$ cat src/rtl/mbc_pkg.sv
`timescale 1ns/1ps
package mbc_pkg;

  typedef enum logic [2:0] {
    ST_IDLE = 3'd0,
    ST_T1   = 3'd1,
    ST_T2   = 3'd2,
    ST_TX   = 3'd3,
    ST_T3   = 3'd4,
    ST_DONE = 3'd5
  } mbc_state_e;

  // Decoded timing controls handed from the sequencer to the datapath.
  typedef struct packed {
    logic as_low;
    logic ds_low;
    logic addr_ph;
    logic data_ph;
    logic capture;
    logic done;
  } mbc_strobe_t;

endpackage

$ cat src/rtl/mbc_rst_sync.sv
`timescale 1ns/1ps
module mbc_rst_sync #(
  parameter int STAGES = 2
) (
  input  logic clk,
  input  logic rst_n,
  output logic rst_sync_n
);

  logic [STAGES-1:0] sync_q;
  logic [STAGES-1:0] sync_d;

  always_comb begin
    sync_d = {sync_q[STAGES-2:0], 1'b1};
  end

  always_ff @(posedge clk or negedge rst_n) begin
    if (!rst_n) begin
      sync_q <= '0;
    end else begin
      sync_q <= sync_d;
    end
  end

  assign rst_sync_n = sync_q[STAGES-1];

endmodule

$ cat src/rtl/mbc_mode_reg.sv
`timescale 1ns/1ps
module mbc_mode_reg #(
  parameter int   DATA_W       = 8,
  parameter int   EXT_BIT      = 5,
  parameter logic EXT_AT_RESET = 1'b1
) (
  input  logic              clk,
  input  logic              rst_n,
  input  logic              cfg_we,
  input  logic [DATA_W-1:0] cfg_d,
  output logic              ext_mode
);

  localparam logic [DATA_W-1:0] KEEP_MASK = DATA_W'(1) << EXT_BIT;

  logic ext_q;
  logic ext_d;
  logic cfg_unused;

  // Bits other than the timing select carry no function.
  assign cfg_unused = ^(cfg_d & ~KEEP_MASK);

  always_comb begin
    ext_d = ext_q;
    if (cfg_we) begin
      ext_d = cfg_d[EXT_BIT];
    end
  end

  always_ff @(posedge clk or negedge rst_n) begin
    if (!rst_n) begin
      ext_q <= EXT_AT_RESET;
    end else begin
      ext_q <= ext_d;
    end
  end

  assign ext_mode = ext_q;

endmodule

$ cat src/rtl/mbc_seq.sv
`timescale 1ns/1ps
module mbc_seq
  import mbc_pkg::*;
#(
  parameter int STATE_CLKS = 2
) (
  input  logic        clk,
  input  logic        rst_n,
  input  logic        req,
  input  logic        ext_cfg,
  output logic        start,
  output mbc_strobe_t strb
);

  localparam int PH_W = (STATE_CLKS > 1) ? $clog2(STATE_CLKS) : 1;
  localparam logic [PH_W-1:0] LAST_PH = PH_W'(STATE_CLKS - 1);

  mbc_state_e      st_q, st_d;
  logic [PH_W-1:0] ph_q, ph_d;
  logic            ext_q;
  logic            adv;
  logic            in_cycle;

  assign adv      = (ph_q == LAST_PH);
  assign in_cycle = (st_q == ST_T1) || (st_q == ST_T2) ||
                    (st_q == ST_TX) || (st_q == ST_T3);

  // Next-state logic
  always_comb begin
    st_d  = st_q;
    ph_d  = ph_q;
    start = 1'b0;
    case (st_q)
      ST_IDLE: begin
        if (req) begin
          st_d  = ST_T1;
          start = 1'b1;
        end
      end
      ST_T1:   if (adv) st_d = ST_T2;
      ST_T2:   if (adv) st_d = ext_q ? ST_TX : ST_T3;
      ST_TX:   if (adv) st_d = ST_T3;
      ST_T3:   if (adv) st_d = ST_DONE;
      ST_DONE: st_d = ST_IDLE;
      default: st_d = ST_IDLE;
    endcase
    if (in_cycle) begin
      ph_d = adv ? '0 : ph_q + PH_W'(1);
    end else begin
      ph_d = '0;
    end
  end

  // State registers
  always_ff @(posedge clk or negedge rst_n) begin
    if (!rst_n) begin
      st_q <= ST_IDLE;
      ph_q <= '0;
    end else begin
      st_q <= st_d;
      ph_q <= ph_d;
    end
  end

  // Timing mode snapshot, enabled only on acceptance
  always_ff @(posedge clk or negedge rst_n) begin
    if (!rst_n) begin
      ext_q <= 1'b0;
    end else if (start) begin
      ext_q <= ext_cfg;
    end
  end

  // Strobe decode
  always_comb begin
    strb.as_low  = (st_q == ST_T1) && (ph_q == '0);
    strb.addr_ph = (st_q == ST_T1);
    strb.data_ph = (st_q == ST_T2) || (st_q == ST_TX) || (st_q == ST_T3);
    strb.ds_low  = strb.data_ph && !((st_q == ST_T2) && (ph_q == '0));
    strb.capture = (st_q == ST_T3) && adv;
    strb.done    = (st_q == ST_DONE);
  end

endmodule

$ cat src/rtl/mbc_datapath.sv
`timescale 1ns/1ps
module mbc_datapath
  import mbc_pkg::*;
#(
  parameter int ADDR_W = 16,
  parameter int DATA_W = 8
) (
  input  logic                     clk,
  input  logic                     rst_n,
  input  logic                     start,
  input  mbc_strobe_t              strb,
  input  logic                     req_we,
  input  logic                     req_dsel,
  input  logic [ADDR_W-1:0]        req_addr,
  input  logic [DATA_W-1:0]        req_wdata,
  input  logic [DATA_W-1:0]        ad_i,
  output logic [DATA_W-1:0]        ad_o,
  output logic                     ad_oe,
  output logic [ADDR_W-DATA_W-1:0] ahi,
  output logic                     rw,
  output logic                     dsel,
  output logic [DATA_W-1:0]        rdata,
  output logic                     ack
);

  localparam int HI_W = ADDR_W - DATA_W;

  logic              we_q;
  logic              dsel_q;
  logic [ADDR_W-1:0] addr_q;
  logic [DATA_W-1:0] wdata_q;
  logic [DATA_W-1:0] rdata_q;
  logic              txn_en;
  logic              cap_en;

  assign txn_en = start;
  assign cap_en = strb.capture && !we_q;

  always_ff @(posedge clk or negedge rst_n) begin
    if (!rst_n) begin
      we_q    <= 1'b0;
      dsel_q  <= 1'b0;
      addr_q  <= '0;
      wdata_q <= '0;
    end else if (txn_en) begin
      we_q    <= req_we;
      dsel_q  <= req_dsel;
      addr_q  <= req_addr;
      wdata_q <= req_wdata;
    end
  end

  always_ff @(posedge clk or negedge rst_n) begin
    if (!rst_n) begin
      rdata_q <= '0;
    end else if (cap_en) begin
      rdata_q <= ad_i;
    end
  end

  always_comb begin
    ad_o  = strb.addr_ph ? addr_q[DATA_W-1:0] : wdata_q;
    ad_oe = strb.addr_ph || (strb.data_ph && we_q);
  end

  assign ahi   = addr_q[ADDR_W-1 -: HI_W];
  assign rw    = !we_q;
  assign dsel  = dsel_q;
  assign rdata = rdata_q;
  assign ack   = strb.done;

endmodule

$ cat src/rtl/mux_bus_ctrl.sv
`timescale 1ns/1ps
module mux_bus_ctrl
  import mbc_pkg::*;
#(
  parameter int   ADDR_W       = 16,
  parameter int   DATA_W       = 8,
  parameter int   STATE_CLKS   = 2,
  parameter int   EXT_BIT      = 5,
  parameter logic EXT_AT_RESET = 1'b1
) (
  input  logic                     clk,
  input  logic                     rst_n,
  input  logic                     req_i,
  input  logic                     req_we_i,
  input  logic                     req_dsel_i,
  input  logic [ADDR_W-1:0]        req_addr_i,
  input  logic [DATA_W-1:0]        req_wdata_i,
  output logic                     ack_o,
  output logic [DATA_W-1:0]        rdata_o,
  input  logic                     cfg_we_i,
  input  logic [DATA_W-1:0]        cfg_d_i,
  output logic [DATA_W-1:0]        bus_ad_o,
  output logic                     bus_ad_oe_o,
  input  logic [DATA_W-1:0]        bus_ad_i,
  output logic [ADDR_W-DATA_W-1:0] bus_ahi_o,
  output logic                     bus_rw_o,
  output logic                     bus_dsel_o,
  output logic                     bus_as_n_o,
  output logic                     bus_ds_n_o
);

  logic        rst_int_n;
  logic        ext_mode;
  logic        start;
  mbc_strobe_t strb;

  mbc_rst_sync #(.STAGES(2)) u_rst_sync (
    .clk        (clk),
    .rst_n      (rst_n),
    .rst_sync_n (rst_int_n)
  );

  mbc_mode_reg #(
    .DATA_W       (DATA_W),
    .EXT_BIT      (EXT_BIT),
    .EXT_AT_RESET (EXT_AT_RESET)
  ) u_mode_reg (
    .clk      (clk),
    .rst_n    (rst_int_n),
    .cfg_we   (cfg_we_i),
    .cfg_d    (cfg_d_i),
    .ext_mode (ext_mode)
  );

  mbc_seq #(.STATE_CLKS(STATE_CLKS)) u_seq (
    .clk     (clk),
    .rst_n   (rst_int_n),
    .req     (req_i),
    .ext_cfg (ext_mode),
    .start   (start),
    .strb    (strb)
  );

  mbc_datapath #(
    .ADDR_W (ADDR_W),
    .DATA_W (DATA_W)
  ) u_datapath (
    .clk       (clk),
    .rst_n     (rst_int_n),
    .start     (start),
    .strb      (strb),
    .req_we    (req_we_i),
    .req_dsel  (req_dsel_i),
    .req_addr  (req_addr_i),
    .req_wdata (req_wdata_i),
    .ad_i      (bus_ad_i),
    .ad_o      (bus_ad_o),
    .ad_oe     (bus_ad_oe_o),
    .ahi       (bus_ahi_o),
    .rw        (bus_rw_o),
    .dsel      (bus_dsel_o),
    .rdata     (rdata_o),
    .ack       (ack_o)
  );

  assign bus_as_n_o = !strb.as_low;
  assign bus_ds_n_o = !strb.ds_low;

endmodule

$ cat config.mk
export PLATFORM = sky130hd
export DESIGN_NAME = mux_bus_ctrl
export DESIGN_NICKNAME = d
export VERILOG_FILES = /design/src/rtl/mbc_pkg.sv /design/src/rtl/mbc_rst_sync.sv /design/src/rtl/mbc_mode_reg.sv /design/src/rtl/mbc_seq.sv /design/src/rtl/mbc_datapath.sv /design/src/rtl/mux_bus_ctrl.sv
export SDC_FILE = /design/constraint.sdc
export NUM_CORES = 1
export LEC_CHECK = 0
export BUFFER_PORTS_ARGS = -buffer_cell sky130_fd_sc_hd__buf_2
export CAP_MARGIN = 20
export CORE_MARGIN = 2
export CORE_UTILIZATION = 30
export CTS_BUF_LIST = sky130_fd_sc_hd__clkbuf_16
export DETAILED_ROUTE_END_ITERATION = 8
export SLEW_MARGIN = 20
export SYNTH_ARGS = -nofsm -noshare
export SYNTH_HDL_FRONTEND = slang
export SYNTH_HIERARCHICAL = 1
export SYNTH_SLANG_ARGS = --single-unit
$ cat constraint.sdc
create_clock -name clk -period 1.8 [get_ports clk]
set_input_delay 0.36 -clock clk [delete_from_list [all_inputs] [get_ports clk]]
set_output_delay 0.36 -clock clk [all_outputs]
set_load 0.01 [all_outputs]
==> out/results.ini <==
[run_status]
outcome=finished with violations
violations=negative setup slack

[timing]
finalCritPeriodShare=1.040
setup_violations=8
min_period_ns=1.872
clock_skew_ns=0.006374
worst_slack_ns=-0.07212
fin_hold_ws_ns=0.1791
max_clock_freq_ghz=0.5342
slew_violations=0
finalHoldViolCount=0
rsz0062_at_grt=true

[cts]
cts_max_path_buffers=2
cts_root_buf=clkbuf_16
htreeDepth=2
clock_latency_ns=0.28
cts_num_sinks=42
clkTransAtPathRegs_ns=0.06
cts_tree=done
cts_buffers=5

[synth]
syn_avg_cell_area_um2=14.70
synth_edf_count=0
syn-num-nets=180
synthTopCellsByArea=dfrtp_1 (52%), mux2_4 (21%), mux2_2 (9.1%)
synth_top_area_cell=dfrtp_1
synth_cell_types=26
synthFlopType=dfrtp_1
yosysMostFrequentCell=dfrtp_1
synthCells=134
yosys_warnings=6
async_reset_ff_frac=1.000
synthTopCellsByCount=dfrtp_1 (41), mux2_4 (27), mux2_2 (16), buf_4 (9)
ys_ff_latch=42
synth_area_mm2=0.001969
synth_top_cell_area_share=0.5210
ys_seq_area_frac=0.5343

[flow_run]
maxCapViolations=0

[floorplanning]
core_mm2=0.006350
die-area_mm2=0.007228
ios=76
die_w_um=85.02
rows=29
die_h_um=85.02
initial_core_util=0.3101

[placement]
dp.final_hpwl_um=2727
gp_congestion=0.8041
place_ws_ns=0.1197
place_area_mm2=0.002361
port_buffers=68
placed_cells=272

[cells_and_area]
fin_util=0.4244
drive_gt1_frac=0.6952
syn2layout_area_growth_pct=36.85
design_area_mm2=0.002695
fillers=614
nets=255
insertedDiodeCount=0
final_cells=287

[drt]
first_iter_violations=23
drc=0
postRouteAntennaNets=0
drt_first_pass_iters=3
drt-wirelength-per-cell_um=14.32
wl_um=4109
viasPerCell=4.460
vias=1280

[critical_path]
worst_setup_path_start_kind=flip-flop
cpPeakStageDelay_ns=0.39
path_delay_family=flip-flops
cpMaxStageDelayCell=dfrtp_1
crit_chain=inv_2 -> nand2_4 -> nor2_4 -> buf_6 -> mux2_4 -> buf_6
endpoint_kind=output pin
cp.required_ns=1.44
crit_type=flip-flop to output pin
cp_num_buf_inv=3
worstPathArrival_ns=1.51
timing.critical_path.mode_cell=buf_6
path_max_fanout=5

[global_routing]
antenna_found_initial=0
grt_usage=0.1137
grt_pass1_vias=1361
grt_start_max_net_pins=30
grt_pass1_wl_um=6520
gr-total-overflow=0

[pwr]
combinationalPowerShare=0.520
switching_share=0.3216
power_density_mw_per_mm2=1978
peakVddDrop_uv=722.7
power.internal_w=0.003616
pwr-share-clk=0.161
p_sw_w=0.001714
p_seq_frac=0.318
leakagePower_nw=1.342

[hold_path]
min_path_type=flip-flop to async pin

## repair_timing
item	in CTS	in global routing
setup buffers	4	2
hold buffers	1	0
gates cloned	1	0
setup endpoints to repair	9	18
resized for setup	22	12
endpoints found under the hold margin	2	0
pin swaps	2	4
## final cells by class
class | instances | area [um2] | area share
flip-flops and latches | 42 | 1056 | 0.3918
multi-input cells | 72 | 834.6 | 0.3097
repair buffers | 83 | 548.0 | 0.2033
well taps | 77 | 96.34 | 0.03575
clock inverters | 3 | 16.27 | 0.006035
inverters | 5 | 18.77 | 0.006964
clock buffers | 5 | 125.1 | 0.04643
## flip-flops by register name, summed over array words and instances, names as in the netlist
name and flops:
u_datapath/we_q 1, u_mode_reg/ext_mode 1, u_datapath/addr_q 16, u_datapath/wdata_q 8
u_rst_sync/sync_q 2, u_seq/adv 1, u_seq/ext_q 1, u_datapath/rdata 8
u_seq/st_q 3, u_datapath/dsel 1
## logic make-up (layout without fill, tap and decap cells)
kind of cell / count (synthesis) / after routing / synth area share
AO/OA/AOI/OAI: 10 / 10 / 0.03494
buffers and inverters: 20 / 96 / 0.08068
flip-flops: 42 / 42 / 0.5343
multiplexers: 43 / 43 / 0.2973
other: 1 / 1 / 0.001904
AND/OR/NAND/NOR: 18 / 18 / 0.05083
## layout by cell type, fill, tap and decap left out, drive strengths merged
cell type    count
dfstp            1
or2b             1
dlygate4sd3      1
a2111oi          1
nor3             1
nand2b           1
dfrtp           41
nor2             4
a211oi           1
o2bb2ai          1
inv              5
nand2            5
clkinvlp         1
clkbuf           5
o21ai            5
nor4b            1
nor2b            1
a21oi            1
or2              1
and3             3
a21o             1
conb             1
mux2            43
buf             82
clkinv           2
## power groups by stage
stage | clock (W) | combinational [W] | sequential, W
after CTS | 0.000893 | 0.00264 | 0.00169
after global routing | 0.000930 | 0.00296 | 0.00176
after floorplan | 0 | 0.00161 | 0.00168
final | 0.000861 | 0.00277 | 0.00170
after global placement | 0 | 0.00216 | 0.00166
after detailed placement | 0 | 0.00219 | 0.00167
## per-layer routing
layer  track usage  vias up  part of all wire
met5             0        -                 0
met4       0.03319        0             0.019
met3       0.03599        8             0.061
met2        0.1832       46              0.49
met1        0.1470      628              0.43
li1              -      598                 -
## per-stage QoR
stage | total power [W] | setup TNS, ns
3_3_place_gp | 0.003823 | 0
2_1_floorplan | 0.003287 | 0
4_1_cts | 0.005216 | -0.9395
3_5_place_dp | 0.003859 | 0
6_report | 0.005330 | -0.4792
5_1_grt | 0.005652 | -0.8730
## worst paths after layout
| check | startpoint | end | slack [ns] | cells past startpoint |
|---|---|---|---|---|
| setup / recovery | u_seq/st_q[1]$_DFFE_PN0P_ | bus_ad_o[1] | -0.07 | 6 |
| hold / removal | u_rst_sync/sync_q[1]$_DFF_PN0_ | u_datapath/addr_q[12]$_DFFE_PN0P_ | 0.18 | 0 |
| setup reg to reg | u_seq/st_q[0]$_DFFE_PN0P_ | u_datapath/dsel$_DFFE_PN0P_ | 0.14 | 4 |
| hold reg to reg | u_rst_sync/sync_q[1]$_DFF_PN0_ | u_datapath/addr_q[12]$_DFFE_PN0P_ | 0.18 | 0 |
| max in group asynchronous | u_rst_sync/sync_q[1]$_DFF_PN0_ | u_seq/st_q[2]$_DFFE_PN0P_ | 1.15 | 1 |
| min in group clk | req_we_i | u_datapath/we_q$_DFFE_PN0P_ | 0.30 | 3 |
No activity file was read; power rests on OpenSTA's default activity.
